**config.mk**
```make
export PLATFORM = sky130hd
export DESIGN_NAME = pcm2bd_port
export DESIGN_NICKNAME = d
export VERILOG_FILES = /design/src/rtl/pcm2bd_pkg.sv /design/src/rtl/pcm2bd_in_sync.sv /design/src/rtl/pcm2bd_mode_det.sv /design/src/rtl/pcm2bd_frame_timer.sv /design/src/rtl/pcm2bd_slot_lane.sv /design/src/rtl/pcm2bd_port.sv
export SDC_FILE = /design/constraint.sdc
export NUM_CORES = 1
export LEC_CHECK = 0
export ABC_AREA = 0
export BUFFER_PORTS_ARGS = -buffer_cell sky130_fd_sc_hd__buf_4
export CAP_MARGIN = 20
export CORE_UTILIZATION = 55
export CTS_CLUSTER_SIZE = 8
export DETAILED_ROUTE_END_ITERATION = 10
export HOLD_SLACK_MARGIN = 0.1
export PLACE_DENSITY = 0.83
export SLEW_MARGIN = 20
export SYNTH_ARGS = -nofsm -noshare
export SYNTH_HDL_FRONTEND = slang
export SYNTH_SLANG_ARGS = --single-unit
```
**constraint.sdc**
```tcl
create_clock -name clk -period 6.35 [get_ports clk]
set_input_delay 0.3175 -clock clk [delete_from_list [all_inputs] [get_ports clk]]
set_output_delay 0.3175 -clock clk [all_outputs]
set_load 0.005 [all_outputs]
```
**src/rtl/pcm2bd_pkg.sv**
```systemverilog
package pcm2bd_pkg;

   // Synchronized input bundle, one bit per external pin
   typedef struct packed {
      logic din;
      logic slot;
      logic aux;
      logic fsc;
      logic dcl;
   } pin_set_t;

   localparam int unsigned PIN_CNT = $bits(pin_set_t);

   // Position of an edge count inside the chosen slot: 1..span, 0 when outside
   function automatic int unsigned slot_pos(int unsigned cnt, logic slot, int unsigned span);
      int unsigned off;
      off = slot ? span : 0;
      if (cnt > off && cnt <= off + span)
         return cnt - off;
      return 0;
   endfunction

endpackage

```
**src/rtl/pcm2bd_in_sync.sv**
```systemverilog
module pcm2bd_in_sync #(
   parameter int unsigned WIDTH  = 5,
   parameter int unsigned STAGES = 2
) (
   input  logic             clk,
   input  logic             rst_n,
   input  logic [WIDTH-1:0] d,
   output logic [WIDTH-1:0] q,
   output logic [WIDTH-1:0] q_prev
);

   if (STAGES < 2) begin : g_bad_stages
      $error("pcm2bd_in_sync: STAGES must be at least 2");
   end

   for (genvar s = 0; s < STAGES; s++) begin : g_stage
      logic [WIDTH-1:0] r;
      if (s == 0) begin : g_first
         always_ff @(posedge clk or negedge rst_n) begin
            if (!rst_n) r <= '0;
            else        r <= d;
         end
      end else begin : g_next
         always_ff @(posedge clk or negedge rst_n) begin
            if (!rst_n) r <= '0;
            else        r <= g_stage[s-1].r;
         end
      end
   end

   assign q = g_stage[STAGES-1].r;

   always_ff @(posedge clk or negedge rst_n) begin
      if (!rst_n) q_prev <= '0;
      else        q_prev <= q;
   end

endmodule

```
**src/rtl/pcm2bd_mode_det.sv**
```systemverilog
module pcm2bd_mode_det #(
   parameter int unsigned MODE_SYNCS = 2
) (
   input  logic clk,
   input  logic rst_n,
   input  logic fsc_rise,
   input  logic aux_lvl,
   input  logic aux_edge,
   output logic mode_active
);

   localparam int unsigned MCNT_W = $clog2(MODE_SYNCS + 1);

   logic [MCNT_W-1:0] low_syncs;

   always_ff @(posedge clk or negedge rst_n) begin
      if (!rst_n) begin
         low_syncs   <= '0;
         mode_active <= 1'b0;
      end else if (aux_edge) begin
         low_syncs   <= '0;
         mode_active <= 1'b0;
      end else if (fsc_rise) begin
         if (aux_lvl) begin
            low_syncs   <= '0;
            mode_active <= 1'b0;
         end else begin
            if (32'(low_syncs) < MODE_SYNCS)
               low_syncs <= low_syncs + 1'b1;
            if (32'(low_syncs) + 1 >= MODE_SYNCS)
               mode_active <= 1'b1;
         end
      end
   end

endmodule

```
**src/rtl/pcm2bd_frame_timer.sv**
```systemverilog
module pcm2bd_frame_timer #(
   parameter int unsigned WORD_W = 8,
   parameter int unsigned CNT_W  = 7
) (
   input  logic             clk,
   input  logic             rst_n,
   input  logic             dcl_rise,
   input  logic             fsc_lvl,
   input  logic             fsc_rise,
   input  logic             slot_lvl,
   input  logic             mode_active,
   output logic             tick,
   output logic             frame_start,
   output logic             frame_ok,
   output logic [CNT_W-1:0] pos_nxt,
   output logic [CNT_W-1:0] pos_cur
);

   import pcm2bd_pkg::*;

   localparam int unsigned SPAN    = 2 * WORD_W;
   localparam logic [CNT_W-1:0] CNT_MAX = '1;

   logic             sync_pending;
   logic [CNT_W-1:0] edge_cnt;
   logic [CNT_W-1:0] cnt_nxt;
   logic             slot_q;
   logic             slot_eff;
   logic             ok_q;

   // Frame opens on the first data-clock rise that finds the sync high
   assign frame_start = dcl_rise & fsc_lvl & (sync_pending | fsc_rise);
   assign tick        = dcl_rise;

   always_comb begin
      if (frame_start)             cnt_nxt = CNT_W'(1);
      else if (edge_cnt == CNT_MAX) cnt_nxt = CNT_MAX;
      else                         cnt_nxt = edge_cnt + 1'b1;
   end

   assign slot_eff = frame_start ? slot_lvl    : slot_q;
   assign frame_ok = frame_start ? mode_active : ok_q;

   assign pos_nxt = CNT_W'(slot_pos(32'(cnt_nxt), slot_eff, SPAN));
   assign pos_cur = CNT_W'(slot_pos(32'(edge_cnt), slot_q, SPAN));

   always_ff @(posedge clk or negedge rst_n) begin
      if (!rst_n) begin
         sync_pending <= 1'b0;
         edge_cnt     <= CNT_MAX;
         slot_q       <= 1'b0;
         ok_q         <= 1'b0;
      end else begin
         if (frame_start)   sync_pending <= 1'b0;
         else if (fsc_rise) sync_pending <= 1'b1;
         if (dcl_rise) edge_cnt <= cnt_nxt;
         if (frame_start) begin
            slot_q <= slot_lvl;
            ok_q   <= mode_active;
         end
      end
   end

endmodule

```
**src/rtl/pcm2bd_slot_lane.sv**
```systemverilog
module pcm2bd_slot_lane #(
   parameter int unsigned WORD_W = 8,
   parameter int unsigned CNT_W  = 7
) (
   input  logic              clk,
   input  logic              rst_n,
   input  logic              tick,
   input  logic              dcl_fall,
   input  logic              frame_start,
   input  logic              frame_ok,
   input  logic              mode_active,
   input  logic [CNT_W-1:0]  pos_nxt,
   input  logic [CNT_W-1:0]  pos_cur,
   input  logic              din_lvl,
   input  logic [WORD_W-1:0] tx_word,
   output logic              dout,
   output logic              dout_oe,
   output logic [WORD_W-1:0] rx_word,
   output logic              rx_valid
);

   localparam int unsigned SPAN  = 2 * WORD_W;
   localparam int unsigned IDX_W = (WORD_W > 1) ? $clog2(WORD_W) : 1;

   logic [WORD_W-1:0] txw_q;
   logic [WORD_W-1:0] txw_eff;
   logic [WORD_W-1:0] rx_shift;
   logic              pos_odd;
   logic              pos_even;
   logic              tx_bit;
   logic [IDX_W-1:0]  bit_idx;

   assign txw_eff  = frame_start ? tx_word : txw_q;
   assign pos_odd  = (pos_nxt != '0) &  pos_nxt[0];
   assign pos_even = (pos_nxt != '0) & ~pos_nxt[0];

   always_comb begin
      if (pos_nxt == '0) bit_idx = IDX_W'(WORD_W - 1);
      else               bit_idx = IDX_W'(WORD_W - 1 - (32'(pos_nxt) - 1) / 2);
      tx_bit = txw_eff[bit_idx];
   end

   // Transmit side: drive on odd slot edges, release after the LSB's second fall
   always_ff @(posedge clk or negedge rst_n) begin
      if (!rst_n) begin
         txw_q   <= '0;
         dout    <= 1'b0;
         dout_oe <= 1'b0;
      end else begin
         if (frame_start) txw_q <= tx_word;
         if (!mode_active) begin
            dout    <= 1'b0;
            dout_oe <= 1'b0;
         end else if (tick) begin
            if (frame_ok && pos_odd) begin
               dout    <= tx_bit;
               dout_oe <= 1'b1;
            end else if (frame_start) begin
               dout    <= 1'b0;
               dout_oe <= 1'b0;
            end
         end else if (dcl_fall && 32'(pos_cur) == SPAN) begin
            dout    <= 1'b0;
            dout_oe <= 1'b0;
         end
      end
   end

   // Receive side: sample on even slot edges, publish after the last bit
   always_ff @(posedge clk or negedge rst_n) begin
      if (!rst_n) begin
         rx_shift <= '0;
         rx_word  <= '0;
         rx_valid <= 1'b0;
      end else begin
         rx_valid <= 1'b0;
         if (mode_active && tick && frame_ok && pos_even) begin
            rx_shift <= {rx_shift[WORD_W-2:0], din_lvl};
            if (32'(pos_nxt) == SPAN) begin
               rx_word  <= {rx_shift[WORD_W-2:0], din_lvl};
               rx_valid <= 1'b1;
            end
         end
      end
   end

endmodule

```
**src/rtl/pcm2bd_port.sv**
```systemverilog
module pcm2bd_port #(
   parameter int unsigned WORD_W      = 8,
   parameter int unsigned CNT_W       = 7,
   parameter int unsigned SYNC_STAGES = 2,
   parameter int unsigned MODE_SYNCS  = 2
) (
   input  logic              clk,
   input  logic              rst_n,
   input  logic              dcl,
   input  logic              fsc,
   input  logic              aux_clk,
   input  logic              slot_sel,
   input  logic              din,
   input  logic [WORD_W-1:0] tx_word,
   output logic              dout,
   output logic              dout_oe,
   output logic [WORD_W-1:0] rx_word,
   output logic              rx_valid,
   output logic              mode_active
);

   import pcm2bd_pkg::*;

   if (WORD_W < 2) begin : g_bad_word
      $error("pcm2bd_port: WORD_W must be at least 2");
   end
   if ((64'(1) << CNT_W) - 1 <= 64'(4 * WORD_W)) begin : g_bad_cnt
      $error("pcm2bd_port: CNT_W too small for two slots");
   end
   if (MODE_SYNCS < 1) begin : g_bad_mode
      $error("pcm2bd_port: MODE_SYNCS must be at least 1");
   end

   pin_set_t pins_raw, pins_s, pins_p;

   assign pins_raw = '{din: din, slot: slot_sel, aux: aux_clk, fsc: fsc, dcl: dcl};

   pcm2bd_in_sync #(.WIDTH(PIN_CNT), .STAGES(SYNC_STAGES)) u_sync (
      .clk    (clk),
      .rst_n  (rst_n),
      .d      (pins_raw),
      .q      (pins_s),
      .q_prev (pins_p)
   );

   logic dcl_rise, dcl_fall, fsc_rise, aux_edge;

   assign dcl_rise = pins_s.dcl & ~pins_p.dcl;
   assign dcl_fall = ~pins_s.dcl & pins_p.dcl;
   assign fsc_rise = pins_s.fsc & ~pins_p.fsc;
   assign aux_edge = pins_s.aux ^ pins_p.aux;

   pcm2bd_mode_det #(.MODE_SYNCS(MODE_SYNCS)) u_mode (
      .clk         (clk),
      .rst_n       (rst_n),
      .fsc_rise    (fsc_rise),
      .aux_lvl     (pins_s.aux),
      .aux_edge    (aux_edge),
      .mode_active (mode_active)
   );

   logic             tick, frame_start, frame_ok;
   logic [CNT_W-1:0] pos_nxt, pos_cur;

   pcm2bd_frame_timer #(.WORD_W(WORD_W), .CNT_W(CNT_W)) u_timer (
      .clk         (clk),
      .rst_n       (rst_n),
      .dcl_rise    (dcl_rise),
      .fsc_lvl     (pins_s.fsc),
      .fsc_rise    (fsc_rise),
      .slot_lvl    (pins_s.slot),
      .mode_active (mode_active),
      .tick        (tick),
      .frame_start (frame_start),
      .frame_ok    (frame_ok),
      .pos_nxt     (pos_nxt),
      .pos_cur     (pos_cur)
   );

   pcm2bd_slot_lane #(.WORD_W(WORD_W), .CNT_W(CNT_W)) u_lane (
      .clk         (clk),
      .rst_n       (rst_n),
      .tick        (tick),
      .dcl_fall    (dcl_fall),
      .frame_start (frame_start),
      .frame_ok    (frame_ok),
      .mode_active (mode_active),
      .pos_nxt     (pos_nxt),
      .pos_cur     (pos_cur),
      .din_lvl     (pins_s.din),
      .tx_word     (tx_word),
      .dout        (dout),
      .dout_oe     (dout_oe),
      .rx_word     (rx_word),
      .rx_valid    (rx_valid)
   );

endmodule

```
Yosys cells after proc, flatten, opt, wreduce, memory -nomap -nowiden. Cells that the tools add are included.

Register bits: 52. Input bits: 15. Output and inout port bits: 12. Word-level logic and storage cells: 102.

Add/sub/neg operators: 9. Order comparisons: 7. Equality and inequality tests: 5. Mux-type cells: 36. Bitwise logic cells: 13. Reduce and logical (&&, ||, !) cells: 17.

Operators with widths (number): adder 32 x 5 -> 32 bit (second input constant) (2); greater-than comparator 7 x 32 -> 1 bit (2); <= comparator 7 x 32 -> 1 bit (2); two-way mux 7 bit (6); greater-or-equal comparator 32 x 2 -> 1 bit (second input constant) (1); two-way mux 1 bit (21); == test 7 x 5 -> 1 bit (second input constant) (2); subtractor 7 x 5 -> 7 bit (2); two-way mux 5 bit (2); two-way mux 2 bit (4); two-way mux 8 bit (1); AND reduction 2 bit (4); adder 7 x 1 -> 7 bit (second input constant) (1); AND 1 bit (7); == test 7 bit (second input constant) (1); logical AND 1 bit (7); logical NOT 7 bit (1); nonzero test 7 bit (1); nonzero test 3 bit (2); less-than comparator 3 x 4 -> 1 bit (second input constant) (1); inequality test 4 bit (second input constant) (1); NOT 1 bit (4); nonzero test 2 bit (2); subtractor 4 x 1 -> 4 bit (second input constant) (1); other kinds (9) (9).

Longest topological paths before layout. Gate-level depths: netlist (run 1).

Depth in word-level cells: 19. Depth in mapped cells: 19. Mapped depth without buffers: 18.

Hierarchy. Synthesis (run 1) repeated with hierarchy kept, for this count alone.

Cells, all modules: 237. Area total of the unflattened synthesis: 2706.3 sq um.

By module, submodules not included: pcm2bd_slot_lane (times used 1, cells an instance 93, area an instance 1238.7 sq um, sequential area each 650.6 sq um); pcm2bd_frame_timer (times used 1, cells an instance 109, area an instance 909.6 sq um, sequential area each 259.0 sq um); pcm2bd_in_sync (times used 1, cells an instance 15, area an instance 375.4 sq um, sequential area each 375.4 sq um); pcm2bd_mode_det (times used 1, cells an instance 16, area an instance 152.6 sq um, sequential area each 75.1 sq um); pcm2bd_port (times used 1, cells an instance 4, area an instance 30.0 sq um, sequential area each 0.0 sq um).

Worst setup path before layout (run 1). No wires, ideal clock.

Path type: register to register. Start: register u_timer.edge_cnt[0]. End: register u_lane.dout. Setup time: 0.122 ns. Data arrival time: 4.511 ns. Required time: 6.228 ns. Slack: 1.717 ns. Cell stages (with the launch flop): 19. Buffers on the path: 1. Period minus slack after synthesis: 4.633 ns. Path through: dfstp_2 > ha_1 > nand3_2 > or4_1 > buf_2 > nand3_1 > nand2_1 > ha_1 > ha_1 > a211o_2 > or2_2 > a21bo_2 > ha_1 > a211oi_1 > mux2i_1 > nand2_1 > mux2_2 > or3_1 > a32o_1.

Word-level cells in the longest chain between the ends: 15. Elaborated cells between the ends (all ways): 35. Those cells by class: 5 x add/sub; 4 x order compare; 4 x eq/ne; 14 x mux; 1 x bitwise; 7 x reduce/logical.

RTL lines: start: declaration (line pcm2bd_frame_timer.sv:25) `logic [CNT_W-1:0] edge_cnt;`; start signal: assignment (line pcm2bd_frame_timer.sv:56) `if (dcl_rise) edge_cnt <= cnt_nxt;`; adder 7 x 1 -> 7 bit or == test 7 bit (tied branches) (line pcm2bd_frame_timer.sv:38, pcm2bd_frame_timer.sv:37); two-way mux 7 bit (line pcm2bd_frame_timer.sv:37) `else if (edge_cnt == CNT_MAX) cnt_nxt = CNT_MAX;`; two-way mux 7 bit (line pcm2bd_frame_timer.sv:36) `if (frame_start) cnt_nxt = CNT_W'(1);`; greater-than comparator 7 x 32 -> 1 bit or <= comparator 7 x 32 -> 1 bit (tied branches) (line pcm2bd_pkg.sv:18) `if (cnt > off && cnt <= off + span)`; logical AND 1 bit (line pcm2bd_pkg.sv:18); two-way mux 7 bit or two-way mux 1 bit (tied branches) (line pcm2bd_pkg.sv:18); two-way mux 7 bit (line pcm2bd_pkg.sv:20) `return 0;`; subtractor 4 x 1 -> 4 bit (line pcm2bd_slot_lane.sv:39) `else bit_idx = IDX_W'(WORD_W - 1 - (32'(pos_nxt) - 1) / 2);`; subtractor 3 bit (line pcm2bd_slot_lane.sv:39); two-way mux 3 bit (line pcm2bd_slot_lane.sv:38) `if (pos_nxt == '0) bit_idx = IDX_W'(WORD_W - 1);`; binary-select mux 1 bit (select 3 bit) (line pcm2bd_slot_lane.sv:40) `tx_bit = txw_eff[bit_idx];`; two-way mux 1 bit (implied by the code) (line pcm2bd_slot_lane.sv:40); two-way mux 1 bit (line pcm2bd_slot_lane.sv:55) `if (frame_ok && pos_odd) begin`; two-way mux 1 bit (line pcm2bd_slot_lane.sv:54) `end else if (tick) begin`; two-way mux 1 bit (line pcm2bd_slot_lane.sv:51) `if (!mode_active) begin`; end signal: assignment (line pcm2bd_slot_lane.sv:56) `dout <= tx_bit;`; end: declaration (line pcm2bd_slot_lane.sv:16) `output logic dout,`.

Parallel ways exist; a longest one is shown, timed or not. The select of a mux whose other input is x is not followed. A chain may end at the register's enable or synchronous reset.

Worst setup path in the final report (run 1).
Start: register u_timer.edge_cnt[1]. End: register u_lane.dout.

Word-level cells in the longest chain between the ends: 15. Elaborated cells between the ends (all ways): 35. Those cells by class: 5 x add/sub; 4 x order compare; 4 x eq/ne; 14 x mux; 1 x bitwise; 7 x reduce/logical.

RTL lines: adder 7 x 1 -> 7 bit or == test 7 bit (tied branches) (line pcm2bd_frame_timer.sv:38, pcm2bd_frame_timer.sv:37); two-way mux 7 bit * (line pcm2bd_frame_timer.sv:37); two-way mux 7 bit * (line pcm2bd_frame_timer.sv:36); named net u_timer.cnt_nxt[5] (line pcm2bd_frame_timer.sv:26) `logic [CNT_W-1:0] cnt_nxt;`; greater-than comparator 7 x 32 -> 1 bit or <= comparator 7 x 32 -> 1 bit (tied branches) (line pcm2bd_pkg.sv:18); logical AND 1 bit (line pcm2bd_pkg.sv:18); two-way mux 7 bit or two-way mux 1 bit (tied branches) (line pcm2bd_pkg.sv:18); two-way mux 7 bit * (line pcm2bd_pkg.sv:20); subtractor 4 x 1 -> 4 bit (line pcm2bd_slot_lane.sv:39); subtractor 3 bit (line pcm2bd_slot_lane.sv:39); two-way mux 3 bit (line pcm2bd_slot_lane.sv:38); binary-select mux 1 bit (select 3 bit) (line pcm2bd_slot_lane.sv:40); two-way mux 1 bit (implied by the code) (line pcm2bd_slot_lane.sv:40); two-way mux 1 bit (line pcm2bd_slot_lane.sv:55); two-way mux 1 bit (line pcm2bd_slot_lane.sv:54); two-way mux 1 bit (line pcm2bd_slot_lane.sv:51).

The timed path passes the listed nets; every way through them passes the cells marked *. The select of a mux whose other input is x is not followed.

==> results.cfg, run 1 <==
[outcome]
status = finished clean

[critical_path]
cp_data_arrival_time_ps = 5300
crit_fanout = 7
startpoint_type = register
cp_data_required_time_ps = 6550
cp_top_family = compound AO/OA/AOI/OAI gates
crit_buf_inv = 1
cp_common_cell = ha_1
worstSetupPathType = reg -> reg
cpMaxStageDelayCell = dfstp_2
end_kind = register
critical_path.cell_chain = ha_1, nand3_2, or4_1, nand3_1, nand2_1, inv_1, ha_1, a21o_2, a211oi_1, o21ai_0, a21bo_2, ha_1, a211oi_1, mux2i_1, nand2_1, mux2_2, or3_1, a32o_1
cpPeakStageDelay_ps = 600

[layout]
nets = 300
stdcell_area_sq_um = 3070
final_common_cell = dfrtp_1
most-common-layout-cells = dfrtp_1, buf_4, inv_1
areaGrowthSynthToFinish_pct = 12.0
final_layout_size_suffix_gt1_share_pct = 29.6
diodes = 0

[routing]
drtIter0Drc = 119
ant_nets = 0
vias_per_cell = 5.63
drc = 0
drt-pass1-iter-count = 4
wl_um = 5140
num_vias = 1897
wl_per_cell_um = 15.2

[yosys]
syn_nets = 272
synth-seq-cells = 52
netlist_instances = 241
synth_top_family_by_area = simple AND/OR/NAND/NOR gates
synth_xor_area_share_pct = 1.96
async_flop_share_pct = 100
synthFlopType = dfrtp_1
yosysWarnings = 0
synth_edf_count = 0
syn_area_sq_um = 2740
muxShareOfSynthArea_pct = 10.9
synth-compound-area-share_pct = 13.6
synth-simple-area-share_pct = 13.8
synthAdderAreaFrac_pct = 7.30
ys_types = 58
ys_seq_area_share_pct = 47.8
avgSynthCellArea_sq_um = 11.4

[timing]
clock_skew_ps = 4.35
max_freq_mhz = 196
maxSlewHeadroom_pct = 57.4
maxSlewViolCount = 0
rsz0062_at_grt = no
finalSetupViolations = 0
tns_ps = 0
hold_viol = 0
finalCriticalPeriod_ps = 5110
worstMarginPinSlew_ps = 638
finalCritPeriodShare_pct = 80.4

[power_and_ir_drop]
max-vdd-ir-drop_v = 0.000294
power_uw = 984
p_per_area_nw_per_um2 = 320
p_leak_nw = 1.46

[clock_tree]
cts_buffers = 5
clk_latency_ps = 300
cts-root-buf = clkbuf_8
cts.htree.levels = 2
clock-sinks = 52
cts.clk_slew.worst_paths_ps = 90
postCtsSetupBuffers = 0
clock_path_buffers = 2
hold_buffers = 1
cts_tree = yes
cts_resized = 0

[global_route]
grt_antenna_before_repair = 0
overflow = 0
grt_pass1_wl_um = 8660
grt_use_total_pct = 21.7
grt_max_degree = 53
grt_pass1_vias = 1943

[die]
core_area_sq_um = 4750
core.rowCount = 25
die_w_um = 72.6
dieArea_sq_um = 5270
die_y_um = 72.6
ios = 27
initial_core_util_pct = 57.7

[place]
hpwlAfterDp_um = 3820
place_congestion = 0.902
io_buffers = 26
place_area_sq_um = 2970

[flow_run]
cap_violations = 0

[worst_hold_path]
hold_path_class = in -> reg
## cell type report
cell class / count / area [sq um]
Clock buffer: 6 / 72.6
Timing Repair Buffer: 27 / 205
Inverter: 21 / 78.8
Tap cell: 67 / 83.8
Sequential cell: 52 / 1310
Multi-Input combinational cell: 162 / 1310
Fill cell: 392 / 1680
Clock inverter: 2 / 16.3
## metrics by stage
step / setup slack [ps] / hold WS (ps) / utilization (%) / cells
6_report: 1240 / 118 / 64.6 / 337
5_1_grt: 960 / 103 / 64.6 / 337
2_1_floorplan: 1720 / 21.9 / - / 241
3_5_place_dp: 1290 / 336 / 62.6 / 328
4_1_cts: 1280 / 111 / 64.6 / 337
3_3_place_gp: 1460 / 333 / 62.6 / 328
## registers in the layout, summed over array words and instances, names as in the netlist, 2 cells and up
| name | count |
|---|---|
| u_lane.rx_shift | 7 |
| u_lane.rx_word | 8 |
| u_lane.txw_q | 8 |
| u_mode.low_syncs | 2 |
| u_sync.g_stage.r | 5 |
| u_sync.q | 5 |
| u_sync.q_prev | 3 |
| u_timer.edge_cnt | 7 |
## metal layers
layer	track usage, %	part of all wire (%)	vias up
met3	4.70	3.0	7
met2	36.6	49	31
met1	27.5	46	945
met4	8.06	1.5	0
li1	-	-	914
met5	0	0	-
## cell usage after synthesis, drive strengths merged, types with 2 or more instances
cell type | instances | area, sq um
nor2 | 16 | 60.1
a21oi | 11 | 55.1
nor3b | 2 | 15.0
nor2b | 2 | 12.5
xnor2 | 3 | 45.1
nand2b | 4 | 25.0
o22a | 3 | 26.3
dfrtp | 45 | 1130
nand4 | 3 | 33.8
a21boi | 2 | 15.0
dfstp | 7 | 184
o21ai | 13 | 65.1
nor4 | 2 | 12.5
nand2 | 14 | 52.6
a32o | 2 | 20.0
or3 | 2 | 13.8
a211oi | 2 | 15.0
nand3 | 7 | 52.6
ha | 16 | 200
buf | 5 | 43.8
a21o | 2 | 16.3
mux2i | 3 | 30.0
mux2 | 23 | 270
and3 | 5 | 32.5
or2 | 4 | 25.0
inv | 21 | 78.8
o22ai | 2 | 12.5
a31oi | 2 | 27.5
## path summary, 6_finish.rpt
kind / startpoint / endpoint / slack, ps / cells after the start
min: dcl / u_sync.g_stage[0].r[0]$_DFF_PN0_ / 120 / 1
max in group asynchronous: rst_n / u_lane.dout_oe$_DFFE_PN0P_ / 5340 / 2
max reg2reg: u_timer.edge_cnt[1]$_DFFE_PN1N_ / u_lane.dout$_DFFE_PN0P_ / 1240 / 18
max: u_timer.edge_cnt[1]$_DFFE_PN1N_ / u_lane.dout$_DFFE_PN0P_ / 1240 / 18
min in group asynchronous: rst_n / u_sync.q[3]$_DFF_PN0_ / 570 / 2
min reg2reg: u_sync.g_stage[0].r[2]$_DFF_PN0_ / u_sync.q[2]$_DFF_PN0_ / 360 / 0
## where the power goes
group | internal, mW | switching (mW) | leakage [nW] | total (mW)
Clock | 0.0785 | 0.106 | 0.0414 | 0.184
Combinational | 0.180 | 0.212 | 0.765 | 0.392
Sequential | 0.371 | 0.0364 | 0.649 | 0.408
## kinds of logic (layout without fill, tap and decap cells)
family,after synthesis,after routing
and+or+nand+nor,66,66
DFF,52,52
AOI/OAI and AO/OA,50,50
buffers and inverters,27,56
muxes,26,26
adders and majority gates,16,16
xor gates and xnor gates,4,4
Note: power is estimated with default switching activity, not from simulation.
==> run 2: changes to the inputs <==
--- a/config.mk
+++ b/config.mk
@@ -8,11 +8,11 @@
 export ABC_AREA = 0
 export BUFFER_PORTS_ARGS = -buffer_cell sky130_fd_sc_hd__buf_4
 export CAP_MARGIN = 20
-export CORE_UTILIZATION = 55
+export CORE_UTILIZATION = 53
 export CTS_CLUSTER_SIZE = 8
 export DETAILED_ROUTE_END_ITERATION = 10
 export HOLD_SLACK_MARGIN = 0.1
-export PLACE_DENSITY = 0.83
+export PLACE_DENSITY = 0.84
 export SLEW_MARGIN = 20
 export SYNTH_ARGS = -nofsm -noshare
 export SYNTH_HDL_FRONTEND = slang
==> constraint.sdc (replaced) <==
create_clock -name clk -period 4.47 [get_ports clk]
set_input_delay 0.2235 -clock clk [delete_from_list [all_inputs] [get_ports clk]]
set_output_delay 0.2235 -clock clk [all_outputs]
set_load 0.005 [all_outputs]
==> run 2 against run 1 <==
Count of clock-buffer cells in the layout did not move. Register-to-register slack got worse by 1100 ps. Maximum frequency rose by 18%. Critical endpoint unchanged.
==> results.cfg, run 2 (synthesized netlist as in run 1, its figures left out) <==
[timing]
finalCritPeriodShare_pct = 96.8
maxSlewHeadroom_pct = 51.6
tns_ps = 0
hold_viol = 0
rsz0062_at_grt = no
holdWs_ps = 154
finalSetupViolations = 0
worstMarginPinSlew_ps = 708
finalCriticalPeriod_ps = 4330
clock_skew_ps = 11.9
maxSlewViolCount = 0
max_freq_mhz = 231

[critical_path]
cpPeakStageDelay_ps = 590
cp_data_arrival_time_ps = 4520
startpoint = u_timer.edge_cnt[4]$_DFFE_PN1N_
cp_data_required_time_ps = 4660
critical_path.cell_chain = inv_1, or4_4, nand3_2, nand2_1, ha_2, ha_1, a211o_2, or2_4, a21bo_4, ha_1, mux2_2, mux2_2, or3_1, a32o_1
startpoint_type = register
crit_fanout = 5
worstSetupPathType = reg -> reg
cpMaxStageDelayCell = dfstp_2
end_kind = register
reg2reg_from = u_timer.edge_cnt[4]$_DFFE_PN1N_

[die]
dieArea_sq_um = 5470
ios = 27
die_y_um = 73.9
die_w_um = 73.9
core.rowCount = 25
core_area_sq_um = 4850
initial_core_util_pct = 56.6

[layout]
nets = 321
n_fill_cell = 336
most-common-layout-cells = dfrtp_1, buf_4, inv_1
diodes = 0
final_layout_size_suffix_gt1_share_pct = 36.1
final_common_cell = dfrtp_1
top_regs = u_lane.rx_word (8), u_lane.txw_q (8)
areaGrowthSynthToFinish_pct = 20.5
stdcell_area_sq_um = 3310

[global_route]
overflow = 0
busiest_layer = met2
grtUsageMet3_pct = 3.39
grt_use_met1_pct = 30.9
grt_pass1_vias = 2074
grt_use_total_pct = 23.5
grt_max_degree = 53
grt_antenna_before_repair = 0
grt_use_met2_pct = 40.2
grt_pass1_wl_um = 9740

[routing]
drc = 0
num_vias = 2025
wl_um = 5760
drtIter0Drc = 132
drt-pass1-iter-count = 4
vias_per_cell = 5.66
wl_per_cell_um = 16.1
ant_nets = 0

[flow_run]
cap_violations = 0

[power_and_ir_drop]
p_leak_nw = 1.57
clock_power_share_pct = 17.6
p_comb_share_pct = 45.5
p_seq_share_pct = 36.9
p_per_area_nw_per_um2 = 460
max-vdd-ir-drop_v = 0.000354
swShare_pct = 36.7
power.switching_uw = 558
p_int_uw = 962

[clock_tree]
clock-sinks = 52
cts.clk_slew.worst_paths_ps = 90
clock_path_buffers = 2
cts_buffers = 5
cts_tree = yes
cts-root-buf = clkbuf_8
clk_latency_ps = 310
cts.htree.levels = 2

[place]
place_area_sq_um = 3090
io_buffers = 26
hpwlAfterDp_um = 4010
place_congestion = 0.890

[worst_hold_path]
hp-start = tx_word[7]
hold_path_class = in -> reg

[outcome]
status = finished clean
run 2: cell types whose count changed in the layout (fill, tap and decap cells not counted), moves of 3 or more:
cell           previous run  this run
o21ai_0                  12         9
buf_4                    26        42
dlygate4sd3_1             1         6
ha_1                     16        13
run 2: area by class of cell:
class	count	area, sq um	area share, %
sequential	52	1310	39.6
inverter	21	78.8	2.38
timing repair buffer	48	375	11.4
clock inverter	2	16.3	0.492
tap	67	83.8	2.54
multi-input combinational	162	1370	41.4
clock buffer	6	72.6	2.20
run 2: worst paths after layout:
check	to	slack (ps)	depth (start not counted)
hold reg to reg	u_sync.q[4]$_DFF_PN0_	360	0
setup / recovery	u_lane.dout$_DFFE_PN0P_	140	14
max in group asynchronous	u_lane.rx_word[6]$_DFFE_PN0P_	3560	2
setup reg to reg	u_lane.dout$_DFFE_PN0P_	140	14
min in group asynchronous	u_lane.txw_q[3]$_DFF_PN0_	480	2
hold / removal	u_lane.txw_q[7]$_DFF_PN0_	150	3
run 2: through the flow:
stage               std cells  utilization, %  power (mW)  worst slack, ps
global placement          340            63.7        1.15             67.7
detailed placement        340            63.7        1.18            -45.0
finish                    358            68.2        1.52              142
floorplan                 241               -        1.04             32.3
CTS                       357            67.5        1.47             43.3
global route              358            68.2        1.60             8.59
run 2: timing repair:
item,CTS,global route
gates resized for setup,4,7
hold endpoints to repair,50,0
endpoints found under the setup margin,1,1
pin swaps,1,2
hold buffers,6,0
buffers inserted,3,1
run 2: power by group through the flow:
stage	Clock, mW	Combinational (mW)	Sequential [mW]
2_1_floorplan	0	0.478	0.560
3_3_place_gp	0	0.582	0.570
3_5_place_dp	0	0.604	0.573
4_1_cts	0.268	0.642	0.558
5_1_grt	0.286	0.750	0.568
6_report	0.267	0.691	0.561
run 2: layer usage:
layer	vias up	wire (um)
met5	-	0
met4	0	109
met3	13	197
met2	48	2930
met1	1006	2520
li1	958	-
run 2: worst max-delay path: cells and delay by family, from the launching register on:
family	cells	cell delay (ps)
AOI/OAI and AO/OA	3	780
adders and majority gates	3	780
buffers and inverters	1	120
DFF	1	590
muxes	2	630
and+or+nand+nor	5	1320
